`src/rtl/sfg_pkg.sv`:
```
package sfg_pkg;
  typedef enum logic [2:0] {
    OP_NONE = 3'd0,
    OP_WRSR = 3'd1,
    OP_PP   = 3'd2,
    OP_SE   = 3'd3,
    OP_BE   = 3'd4,
    OP_CE   = 3'd5
  } op_e;

  localparam int ST_W = 8;
  localparam int NV_W = 6;
  localparam int BP_W = 4;
endpackage

```
`src/rtl/sfg_region.sv`:
```
module sfg_region #(
  parameter int ADDR_W = 19,
  parameter int BLK_AW = 16,
  parameter int BP_W   = 4
) (
  input  logic [ADDR_W-1:0] addr,
  input  logic [BP_W-1:0]   level,
  output logic              hit
);
  localparam int BLK_IDX_W = ADDR_W - BLK_AW;
  localparam int NUM_BLK   = 1 << BLK_IDX_W;
  localparam int NUM_LVL   = 1 << BP_W;

  logic [BLK_IDX_W-1:0] blk;
  logic [NUM_LVL-1:0]   hit_vec;
  logic                 unused_low;

  assign blk        = addr[ADDR_W-1:BLK_AW];
  assign unused_low = ^addr[BLK_AW-1:0];

  // one comparator per protect level; level 0 protects nothing
  for (genvar i = 0; i < NUM_LVL; i++) begin : g_lvl
    localparam int SH      = (i == 0) ? 0 : i - 1;
    localparam bit COVERS  = (i != 0) && (SH >= BLK_IDX_W);
    localparam int FIRST   = (i == 0) ? NUM_BLK :
                             (COVERS ? 0 : NUM_BLK - (1 << SH));
    if (i == 0) begin : g_none
      assign hit_vec[i] = 1'b0;
    end else begin : g_cmp
      assign hit_vec[i] = (32'(blk) >= 32'(FIRST));
    end
  end

  assign hit = hit_vec[level];
endmodule

```
`src/rtl/sfg_gate.sv`:
```
module sfg_gate
  import sfg_pkg::*;
#(
  parameter int BP_W = 4
) (
  input  logic            wren,
  input  logic            wrdi,
  input  logic            wrsr,
  input  logic            pp,
  input  logic            se,
  input  logic            be,
  input  logic            ce,
  input  logic            busy,
  input  logic            wel,
  input  logic [BP_W-1:0] level,
  input  logic            hw_lock,
  input  logic            in_region,
  output logic            acc,
  output logic            rej,
  output op_e             op,
  output logic            wel_set,
  output logic            wel_clr,
  output logic            start,
  output logic            wrsr_go
);
  logic any_wr;
  logic allowed;

  assign any_wr = wrsr | pp | se | be | ce;

  always_comb begin
    allowed = 1'b0;
    op      = OP_NONE;
    if (wrsr) begin
      allowed = wel & ~hw_lock;
      op      = OP_WRSR;
    end else if (pp | se | be) begin
      allowed = wel & ~in_region;
      op      = pp ? OP_PP : (se ? OP_SE : OP_BE);
    end else if (ce) begin
      allowed = wel & (level == '0);
      op      = OP_CE;
    end
    if (busy || !allowed) op = OP_NONE;
  end

  assign acc     = ~busy & (wren | wrdi | (any_wr & allowed));
  assign rej     = ~busy & any_wr & ~allowed;
  assign wel_set = ~busy & wren;
  assign wel_clr = ~busy & wrdi;
  assign start   = ~busy & any_wr & allowed;
  assign wrsr_go = ~busy & wrsr & allowed;
endmodule

```
`src/rtl/sfg_status.sv`:
```
module sfg_status
  import sfg_pkg::*;
#(
  parameter logic [NV_W-1:0] NV_RESET = '0
) (
  input  logic            clk,
  input  logic            rst_n,
  input  logic            pwr,
  input  logic            seq_done,
  input  logic            wel_set,
  input  logic            wel_clr,
  input  logic            start,
  input  logic            wrsr_go,
  input  logic [ST_W-1:0] wr_byte,
  output logic [ST_W-1:0] status
);
  logic [NV_W-1:0] nv_q, pend_q;
  logic            wel_q, wel_d;
  logic            wip_q, wip_d;
  logic            pv_q, pv_d;
  logic            nv_ld, pend_ld, finish;
  logic            unused_lsb;

  assign unused_lsb = ^wr_byte[1:0];
  assign finish     = wip_q & seq_done;

  always_comb begin
    wel_d   = wel_q;
    wip_d   = wip_q;
    pv_d    = pv_q;
    nv_ld   = 1'b0;
    pend_ld = 1'b0;
    if (pwr) begin
      wel_d = 1'b0;
      wip_d = 1'b0;
      pv_d  = 1'b0;
    end else if (finish) begin
      wel_d = 1'b0;
      wip_d = 1'b0;
      pv_d  = 1'b0;
      nv_ld = pv_q;
    end else begin
      if (wel_set) wel_d = 1'b1;
      if (wel_clr) wel_d = 1'b0;
      if (start)   wip_d = 1'b1;
      if (wrsr_go) begin
        pend_ld = 1'b1;
        pv_d    = 1'b1;
      end
    end
  end

  always_ff @(posedge clk or negedge rst_n) begin
    if (!rst_n) begin
      nv_q   <= NV_RESET;
      pend_q <= '0;
      wel_q  <= 1'b0;
      wip_q  <= 1'b0;
      pv_q   <= 1'b0;
    end else begin
      wel_q <= wel_d;
      wip_q <= wip_d;
      pv_q  <= pv_d;
      if (nv_ld)   nv_q   <= pend_q;
      if (pend_ld) pend_q <= wr_byte[ST_W-1:2];
    end
  end

  assign status = {nv_q, wel_q, wip_q};

  assert_done_clears_R5: assert property (@(posedge clk) disable iff (!rst_n)
    (wip_q && seq_done && !pwr) |=> (!wip_q && !wel_q));

  assert_pwr_keeps_nv_R10: assert property (@(posedge clk) disable iff (!rst_n)
    pwr |=> ($stable(nv_q) && !wip_q && !wel_q));
endmodule

```
`src/rtl/sflash_guard.sv`:
```
module sflash_guard
  import sfg_pkg::*;
#(
  parameter int              ADDR_W   = 19,
  parameter int              BLK_AW   = 16,
  parameter logic [NV_W-1:0] NV_RESET = '0
) (
  input  logic              clk,
  input  logic              rst_n,
  input  logic              pwr_cycle,
  input  logic              cmd_wren,
  input  logic              cmd_wrdi,
  input  logic              cmd_wrsr,
  input  logic              cmd_pp,
  input  logic              cmd_se,
  input  logic              cmd_be,
  input  logic              cmd_ce,
  input  logic [ST_W-1:0]   wr_byte,
  input  logic [ADDR_W-1:0] addr,
  input  logic              wp_n,
  input  logic              otp_mode,
  input  logic              seq_done,
  output logic [ST_W-1:0]   status,
  output logic              otp_lock,
  output logic              cmd_accept,
  output logic              cmd_reject,
  output logic              seq_start,
  output logic [2:0]        seq_op
);
  logic [1:0]      rst_sync;
  logic            rst_ni;
  logic [ST_W-1:0] st;
  logic [BP_W-1:0] level;
  logic            lock_bit, pin_ovr, wel, wip, hw_lock, in_region;
  logic            g_acc, g_rej, g_wel_set, g_wel_clr, g_start, g_wrsr_go;
  op_e             g_op;
  logic            acc_q, acc_d, rej_q, rej_d, start_q, start_d;
  op_e             op_q, op_d;

  // asynchronous assertion, synchronous release
  always_ff @(posedge clk or negedge rst_n) begin
    if (!rst_n) rst_sync <= 2'b00;
    else        rst_sync <= {rst_sync[0], 1'b1};
  end
  assign rst_ni = rst_sync[1];

  assign lock_bit = st[7];
  assign pin_ovr  = st[6];
  assign level    = st[5:2];
  assign wel      = st[1];
  assign wip      = st[0];
  assign hw_lock  = lock_bit & ~pin_ovr & ~wp_n;

  sfg_region #(.ADDR_W(ADDR_W), .BLK_AW(BLK_AW), .BP_W(BP_W)) u_region (
    .addr  (addr),
    .level (level),
    .hit   (in_region)
  );

  sfg_gate #(.BP_W(BP_W)) u_gate (
    .wren      (cmd_wren),
    .wrdi      (cmd_wrdi),
    .wrsr      (cmd_wrsr),
    .pp        (cmd_pp),
    .se        (cmd_se),
    .be        (cmd_be),
    .ce        (cmd_ce),
    .busy      (wip | pwr_cycle),
    .wel       (wel),
    .level     (level),
    .hw_lock   (hw_lock),
    .in_region (in_region),
    .acc       (g_acc),
    .rej       (g_rej),
    .op        (g_op),
    .wel_set   (g_wel_set),
    .wel_clr   (g_wel_clr),
    .start     (g_start),
    .wrsr_go   (g_wrsr_go)
  );

  sfg_status #(.NV_RESET(NV_RESET)) u_status (
    .clk      (clk),
    .rst_n    (rst_ni),
    .pwr      (pwr_cycle),
    .seq_done (seq_done),
    .wel_set  (g_wel_set),
    .wel_clr  (g_wel_clr),
    .start    (g_start),
    .wrsr_go  (g_wrsr_go),
    .wr_byte  (wr_byte),
    .status   (st)
  );

  always_comb begin
    acc_d   = g_acc;
    rej_d   = g_rej;
    start_d = g_start;
    op_d    = g_start ? g_op : OP_NONE;
  end

  always_ff @(posedge clk or negedge rst_ni) begin
    if (!rst_ni) begin
      acc_q   <= 1'b0;
      rej_q   <= 1'b0;
      start_q <= 1'b0;
      op_q    <= OP_NONE;
    end else begin
      acc_q   <= acc_d;
      rej_q   <= rej_d;
      start_q <= start_d;
      op_q    <= op_d;
    end
  end

  assign status     = st;
  assign otp_lock   = otp_mode & lock_bit;
  assign cmd_accept = acc_q;
  assign cmd_reject = rej_q;
  assign seq_start  = start_q;
  assign seq_op     = op_q;

  assert_busy_ignores_R9: assert property (@(posedge clk) disable iff (!rst_ni)
    wip |=> !(cmd_accept || cmd_reject));

  assert_reject_keeps_wel_R3: assert property (@(posedge clk) disable iff (!rst_ni)
    cmd_reject |-> ($stable(st[1]) && !seq_start));

  assert_start_sets_busy_R4: assert property (@(posedge clk) disable iff (!rst_ni)
    seq_start |-> (wip && cmd_accept));

  assert_ce_needs_level0_R7: assert property (@(posedge clk) disable iff (!rst_ni)
    (seq_start && op_q == OP_CE) |-> ($past(level) == '0));
endmodule

```
`config.mk`:
```
export PLATFORM = sky130hd
export DESIGN_NAME = sflash_guard
export DESIGN_NICKNAME = d
export VERILOG_FILES = /design/src/rtl/sfg_pkg.sv /design/src/rtl/sfg_region.sv /design/src/rtl/sfg_gate.sv /design/src/rtl/sfg_status.sv /design/src/rtl/sflash_guard.sv
export SDC_FILE = /design/constraint.sdc
export NUM_CORES = 1
export LEC_CHECK = 0
export ABC_CLOCK_PERIOD_IN_PS = 800
export CAP_MARGIN = 20
export CORE_ASPECT_RATIO = 1.25
export CORE_MARGIN = 2
export CORE_UTILIZATION = 34
export DETAILED_ROUTE_END_ITERATION = 10
export GPL_TIMING_DRIVEN = 1
export PLACE_DENSITY = 0.83
export RECOVER_POWER = 50
export REMOVE_ABC_BUFFERS = 1
export SLEW_MARGIN = 20
export SYNTH_ARGS = -nofsm -noshare
export SYNTH_HDL_FRONTEND = slang
export SYNTH_SLANG_ARGS = --single-unit
```
`constraint.sdc`:
```
create_clock -name clk -period 0.8 [get_ports clk]
set_input_delay 0.24 -clock clk [delete_from_list [all_inputs] [get_ports clk]]
set_output_delay 0.24 -clock clk [all_outputs]
set_load 0.005 [all_outputs]
```
# After elaboration in Yosys (flattened, before gate mapping)
# Index checks and enable logic that the tools add are counted.
# op_classes
muxes	27
n_bitwise	31
n_lt_le_gt_ge	4
reduce_logical	6
# ops
cell	count
2-to-1 mux 3 bit	7
2-to-1 mux 1 bit	19
bitwise AND 1 bit	16
greater-or-equal comparator 3 bit (second input constant)	3
OR 1 bit	9
inverter 1 bit	6
nonzero test 3 bit	2
less-than comparator 4 x 5 -> 1 bit (second input constant)	1
binary-select mux 1 bit (select 4 bit)	1
zero test 4 bit	1
nonzero test 4 bit	1
zero test 1 bit	1
logical OR 1 bit	1
# word_totals
out_inout_bits	15
register_bits	23

# Logic depth before layout (Yosys ltp)
# Gate-level depths: netlist of run 1.
# depth
depth_word	11
mapped_depth	4

# Modules after synthesis
# From an unflattened synthesis of run 1, not the netlist that was laid out.
# unflattened
hier_cells	82
area_unflattened_um2	1043.5
# modules_own_cells
module	n_inst	area_each_um2	cells_each	seq_area_each_um2
sfg_status	1	619.3	38	375.4
sflash_guard	1	247.7	15	200.2
sfg_gate	1	153.9	25	0.0
sfg_region	1	22.5	4	0.0

# Worst setup path before layout of run 1
# Ideal clock, no wire load.
# synth_path
kind	flip-flop to flip-flop
from	register u_status.nv_q[4]
to	register u_status.pend_q[0]
setup_time_ps	125
slack_ps	-635
stages_incl_launch_ff	4
arrival_time_ps	1310
path_cell_list	dfrtp_1 or3_1 nand4_2 mux2_2
# synth_via
elab_chain_cells	10
# synth_lines
element	line	rtl
start: declaration	sfg_status.sv:17	logic [NV_W-1:0] nv_q, pend_q;
start signal: assignment	sfg_status.sv:64	if (nv_ld) nv_q <= pend_q;
inverter 1 bit	sflash_guard.sv:52	assign hw_lock = lock_bit & ~pin_ovr & ~wp_n;
bitwise AND 1 bit (2 in a row)	sflash_guard.sv:52	
inverter 1 bit	sfg_gate.sv:35	allowed = wel & ~hw_lock;
bitwise AND 1 bit	sfg_gate.sv:35	
2-to-1 mux 1 bit	sfg_gate.sv:34	if (wrsr) begin
bitwise AND 1 bit	sfg_gate.sv:52	assign wrsr_go = ~busy & wrsr & allowed;
2-to-1 mux 1 bit	sfg_status.sv:46	if (wrsr_go) begin
2-to-1 mux 1 bit	sfg_status.sv:37	end else if (finish) begin
2-to-1 mux 1 bit	sfg_status.sv:33	if (pwr) begin
end signal: assignment	sfg_status.sv:65	if (pend_ld) pend_q <= wr_byte[ST_W-1:2];
end: declaration	sfg_status.sv:17	
# No other way between the ends.
# A chain may end at the register's enable or synchronous reset.

# Worst setup path after layout of run 1
# layout_path
from	register u_status.nv_q[4]
to	register u_status.wip_q
# layout_via
elab_chain_cells	8
# layout_lines
element	line	rtl
inverter 1 bit	sflash_guard.sv:52	
bitwise AND 1 bit (2 in a row)	sflash_guard.sv:52	
inverter 1 bit	sfg_gate.sv:35	
bitwise AND 1 bit	sfg_gate.sv:35	
2-to-1 mux 1 bit	sfg_gate.sv:34	
bitwise AND 1 bit	sfg_gate.sv:51	assign start = ~busy & any_wr & allowed;
named net g_start	sflash_guard.sv:35	logic g_acc, g_rej, g_wel_set, g_wel_clr, g_start, g_wrsr_go;
nonzero test 3 bit (no source line)	--	
end signal: assignment	sfg_status.sv:62	wip_q <= wip_d;
end: declaration	sfg_status.sv:19	logic wip_q, wip_d;
# The timed path passes the listed nets, and every way through them passes these cells.

==> results of run 1 <==
## layout by cell type (no fill, tap or decap), drive strengths merged, types with 3 or more instances in the layout
master         count
mux2              12
clkdlybuf4s50     17
nor2               7
nand2              3
clkbuf             4
dfrtp             23
buf               46
or3                3
## path summary, 6_finish.rpt
check	to	slack [ps]
worst max-delay path	u_status.wip_q	-620
worst max register to register	u_status.wip_q	-620
max in group asynchronous	u_status.nv_q[0]	130
worst min-delay path	rst_sync[1]	140
worst min register to register	u_status.pend_q[5]	280
min in group clk	seq_op[1]	280
## worst max-delay path, delay by kind of cell, from the launching register on
family / cells / cell delay (ps)
buffers and inverters: 2 / 280
and+or+nand+nor: 2 / 270
AOI/OAI and AO/OA: 1 / 350
DFF: 1 / 430
## cell type report
| cell class | instances | area [sq um] | share of cell area (%) |
|---|---|---|---|
| timing repair buffer | 68 | 626.9 | 34.67 |
| sequential | 23 | 578.1 | 31.97 |
| multi-input combinational | 50 | 526.8 | 29.14 |
| tap | 36 | 45.04 | 2.491 |
| clock buffer | 3 | 22.52 | 1.246 |
| clock inverter | 1 | 5.005 | 0.2768 |
| inverter | 1 | 3.754 | 0.2076 |
## cell families after synthesis
family                 after synthesis
and+or+nand+nor                     25
DFF                                 23
muxes                               13
AOI/OAI and AO/OA                   11
buffers and inverters                3
other                                1
## power by group through the flow
stage | clock network [mW] | registers, mW | logic (mW)
floorplan | 0 | 1.38 | 0.162
global placement | 0 | 1.36 | 0.443
detailed placement | 0 | 1.37 | 0.460
CTS | 0.567 | 1.35 | 0.582
global route | 0.616 | 1.38 | 0.654
finish | 0.546 | 1.36 | 0.610
## synth_stat cells (2+ instances only)
master | n | area [sq um]
dfrtp_1 | 23 | 575.6
mux2_2 | 12 | 135.1
nor2_1 | 7 | 26.28
nand2_1 | 3 | 11.26
a21oi_1 | 2 | 10.01
buf_4 | 2 | 15.01
nor3_1 | 2 | 10.01
nor3b_1 | 2 | 15.01
o21ai_0 | 2 | 10.01
or3_1 | 2 | 12.51
## sequential cells by signal (all words and copies together), names as in the netlist
signal / count
u_status.wip_q: 1
u_status.wel_q: 1
cmd_accept: 1
u_status.nv_q: 6
cmd_reject: 1
seq_op: 3
seq_start: 1
u_status.pv_q: 1
u_status.pend_q: 6
rst_sync: 2
## through the flow
step           area, sq um  instances  power (mW)  hold slack, ps  utilization [%]
6_report              1808        182       2.516           139.4            62.55
5_1_grt               1808        182       2.645           120.2            62.55
2_1_floorplan        993.5         74       1.538          -55.59                -
4_1_cts               1768        180       2.502           61.05            61.17
3_3_place_gp          1526        163       1.806           199.6            52.81
3_5_place_dp          1526        163       1.828           208.8            52.81
## metal layers
layer / global-route usage (%) / part of all wire, %
met4: 8.013 / 2.0
met2: 32.19 / 55
met1: 18.18 / 38
met5: 0 / 0
met3: 3.456 / 5.6
## what timing repair did
| action | CTS | global route |
|---|---|---|
| pin swaps | 9 | 4 |
| gates cloned | 0 | 0 |
| gates resized for setup | 107 | 11 |
| buffers inserted | 14 | 5 |
| setup endpoints to repair | 36 | 36 |
==> summary.md, run 1 <==
| Metric | Value |
|---|---|
| Status | finished, violations left |
| Failing checks | negative setup slack |
| Synth async-reset ratio | 100.0% |
| Area growth from synthesis to layout | 79.28% |
| Slowest-stage cell, CP | dfrtp_1 |
| Yosys reg bits | 23 |
| Yosys Warn Count | 0 |
| Port bufs | 36 |
| Xor/xnor share of the synthesized area | 0% |
| Sequential share of power | 54.0% |
| # fillers | 227 |
| Final net count | 187 |
| Total routing usage reported by global routing | 17.43% |
| Post-synthesis compound-gate area fraction | 11.29% |
| Core box area | 0.002890 sq mm |
| Max incr delay on CP | 430 ps |
| Vias per cell | 4.819 |
| GRT overflow | 0 |
| Wire per inst | 14.48 um |
| Worst EP required | 1020 ps |
| Final Hold Fails | 0 |
| Synth Cell Area | 0.001008 sq mm |
| Max FO, Critical Path | 3 |
| RSZ-0062 raised after global routing | true |
| Fin. max-slew vios | 0 |
| Clock share of power | 21.7% |
| Largest family of logic cells by synthesized area | simple AND/OR/NAND/NOR gates |
| CP Data Arrival Time | 1650 ps |
| Routed vias | 877 |
| Fin crit share | 178.0% |
| PwrDens | 1391 mW/mm^2 |
| Synth Flop Type | dfrtp_1 |
| CP endpoint kind | flip-flop |
| Post-Synth Adder-Cell Area | 0% |
| Register area share after synthesis | 57.07% |
| Die Ht | 64.89 um |
| GP Congestion | 0.7243 |
| I/O Pins | 55 |
| Largest net degree at the start of global routing | 22 |
| First-pass GRT wire length | 4271 um |
| CTS H-tree depth | 1 |
| Crit path launch | u_status.nv_q[4] |
| Worst VDD drop | 1.037 mV |
| Number of global-route vias before repair | 923 |
| Mapped Cells | 76 |
| Antenna violations before repair | 0 |
| Drt pass-1 iters | 2 |
| CTS max path bufs | 2 |
| Setup WS pre-CTS | -1265 ps |
| Crit path time final | 1424 ps |
| Fmax | 702.1 MHz |
| Starting Density | 34.89% |
| Fraction of synthesized area in multiplexers | 14.39% |
| Maxcap violations | 0 |
| Critical Path, Cell by Cell | buf_6 -> o311ai_4 -> nor4_4 -> buf_4 -> or2_1 |
| Slew HR | 65.25% |
| Kind of critical path | flip-flop to flip-flop |
| Die Span X | 52.71 um |
| Fin Setup TNS | -16,810 ps |
| Final WS setup | -624.2 ps |
| Post-CTS Hold Buffers | 0 |
| Worst skew pair latency | 320 ps |
| Leak | 0.8608 nW |
| Share of cells above drive strength 1 | 56.16% |
| Reg2Reg Depth | 5 |
| Drt total wl | 2636 um |
| P_int | 1.878 mW |
| Avg Inst Size Synth | 13.27 sq um |
| Root buffer cell | clkbuf_4 |
| CTS sink count | 23 |
| Diode count | 0 |
| Tightest Pin Transition | 521.3 ps |
| CTS tree | built |
| Cell Rows | 22 |
| Post-synth EDFFs | 0 |
| Combinational power share | 24.3% |
| Setup violators final | 36 |
| Yosys cell types | 29 |
| Initial DRC Count | 2 |
| Net Sw Power | 0.6378 mW |
| Clock transition at path regs | 130 ps |
| Type of the worst min-delay path | input pin to async pin |
| Die area | 0.003420 sq mm |
| Num CTS Buffers | 3 |
| # DRC | 0 |
| Final Skew | 14.08 ps |
| Sw Ratio | 25.35% |
| FF-to-FF Start | u_status.nv_q[4] |
| DRT antenna net count | 0 |
| Post-synthesis simple-gate area fraction | 15.01% |
| Critical Path Start Type | flip-flop |
| Final HPWL DP | 1716 um |
No activity file was read; power rests on OpenSTA's default activity.
==> run 2, diff against run 1 <==
- ABC_CLOCK_PERIOD_IN_PS: 800 -> not set
- CORE_UTILIZATION: 34 -> 53
- DONT_BUFFER_PORTS: not set -> 1
- GPL_ROUTABILITY_DRIVEN: not set -> 0
- PLACE_DENSITY: 0.83 -> 0.79
==> summary.md, run 2 (same netlist as run 1, synthesis figures left out) <==
| Metric | Value |
|---|---|
| CTS max path bufs | 2 (unchanged) |
| Failing checks | negative setup slack |
| Drt total wl | 2421 um (-8.2%) |
| Cell Rows | 17 (-23%) |
| Critical Path, Cell by Cell | nand2_2 -> buf_6 -> o311ai_4 -> buf_6 -> nor3_4 -> o31a_1 |
| Fmax | 694.6 MHz (-1.1%) |
| Worst EP required | 1020 ps (about the same) |
| Status | finished, violations left |
| Util after Layout | 83.19% (+21 points) |
| Fin. max-slew vios | 0 (unchanged) |
| Starting Density | 56.44% (+22 points) |
| Type of the worst min-delay path | input pin to flip-flop |
| I/O Pins | 55 (unchanged) |
| Root buffer cell | clkbuf_4 |
| Max FO, Critical Path | 2 (-1) |
| Port bufs | 0 (-100%) |
| Num CTS Buffers | 3 (unchanged) |
| Antenna violations before repair | 0 (unchanged) |
| Routed vias | 747 (-15%) |
| Largest net degree at the start of global routing | 14 (-36%) |
| Final Skew | 3.146 ps (-10.94 ps) |
| Wire per inst | 18.77 um (+30%) |
| Drt pass-1 iters | 4 (+2) |
| Maxcap violations | 0 (unchanged) |
| Worst skew pair latency | 320 ps (about the same) |
| Area growth from synthesis to layout | 47.40% |
| Final net count | 151 (-19%) |
| PwrDens | 1570 mW/mm^2 (+13%) |
| RSZ-0062 raised after global routing | true |
| Leak | 0.6870 nW (-20%) |
| Critical Path Start Type | flip-flop |
| Core box area | 0.001787 sq mm (-38%) |
| Die area | 0.002270 sq mm (-34%) |
| GRT overflow | 0 (unchanged) |
| Crit path time final | 1440 ps (+15.55 ps) |
| Vias per cell | 5.791 (+20%) |
| Fin crit share | 180.0% (+1.9 points) |
| CP dominant cell by count | buf_6 |
| DRT antenna net count | 0 (unchanged) |
| Share of cells above drive strength 1 | 59.09% (+2.9 points) |
| Setup violators final | 36 (unchanged) |
| # DRC | 0 (unchanged) |
| Die Ht | 52.77 um (-19%) |
| Placed Cells | 111 (-32%) |
| Max incr delay on CP | 390 ps (-40 ps) |
| CTS tree | built |
| Total routing usage reported by global routing | 19.64% (+2.2 points) |
| Slowest-stage cell, CP | dfrtp_1 |
| Final WS setup | -639.8 ps (-15.55 ps) |
| Final HPWL DP | 1447 um (-16%) |
| CTS sink count | 23 (unchanged) |
| Worst VDD drop | 1.516 mV (+46%) |
| CP endpoint kind | flip-flop |
| Initial DRC Count | 10 (+8) |
| Kind of critical path | flip-flop to flip-flop |
| Clock transition at path regs | 120 ps (about the same) |
| Final Hold Fails | 0 (unchanged) |
| Commonest non-fill, non-tap cells in the layout | dfrtp_1 (20), buf_6 (15), mux2_4 (12), buf_4 (12), nor2_1 (5) |
| CTS H-tree depth | 1 (unchanged) |
| Die Span X | 43.02 um (-18%) |
| Diode count | 0 (unchanged) |
| CP Data Arrival Time | 1660 ps (about the same) |
| Most common cell after layout, fill and taps aside | dfrtp_1 |
| Finished Layout Cells | 129 (-29%) |
| First-pass GRT wire length | 3263 um (-24%) |
| Number of global-route vias before repair | 770 (-17%) |
==> run 2: where the power goes <==
group | internal, mW | switching (mW) | leakage (nW)
sequential | 1.29 | 0.0810 | 0.296
clock | 0.188 | 0.344 | 0.0177
combinational | 0.285 | 0.148 | 0.373
total | 1.76 | 0.573 | 0.687
==> run 2: layer usage <==
metal  GRT usage, %  share of wire, %  vias to the layer above  wire length, um
met1          20.62                36                      379              867
met3          3.448               4.5                        4              110
met4          7.576               2.4                        0               59
li1               -                 -                      340                -
met5              0                 0                        -                0
met2          38.13                57                       24             1383
==> run 2: layout make-up <==
class	count	area [sq um]
clock inverter	1	5.005
timing repair buffer	32	297.8
sequential	23	579.3
inverter	1	3.754
tap	19	23.77
fill	87	300.3
clock buffer	3	22.52
multi-input combinational	50	554.3
==> run 2: per-stage QoR <==
step           setup slack, ps  hold slack (ps)  setup TNS (ps)  power (mW)  instance area [sq um]
6_report                -639.8            39.54          -15840       2.333                   1486
5_1_grt                 -708.2            33.59          -17160       2.419                   1486
4_1_cts                 -603.2            62.24          -13930       2.273                   1373
3_5_place_dp            -645.8           -55.56          -10930       1.644                   1152
3_3_place_gp            -622.8           -55.55          -10310       1.626                   1152
2_1_floorplan           -634.5           -55.59           -9420       1.538                  993.5
==> run 2: timing repair <==
action,CTS,global route
gates resized for setup,32,17
endpoints found under the hold margin,4,0
gates cloned,0,0
buffers inserted,5,6
hold buffers,3,0
pin swaps,8,7
endpoints found under the setup margin,36,36
==> run 2: critical path, delay by kind of cell, from the launching register on <==
family,cells,cell delay (ps)
AND/OR/NAND/NOR,2,110
buffers and inverters,2,280
flip-flops,1,390
AO/OA/AOI/OAI,2,560
==> run 2: final timing paths <==
path | depth (start not counted) | end | start | slack [ps]
max | 6 | cmd_accept | u_status.nv_q[5] | -640
min in group asynchronous | 1 | rst_sync[0] | rst_n | 130
min reg2reg | 1 | u_status.pend_q[0] | rst_sync[1] | 250
max reg2reg | 6 | cmd_accept | u_status.nv_q[5] | -640
min | 1 | cmd_accept | cmd_wren | 40
max in group asynchronous | 1 | u_status.wel_q | rst_sync[1] | 200
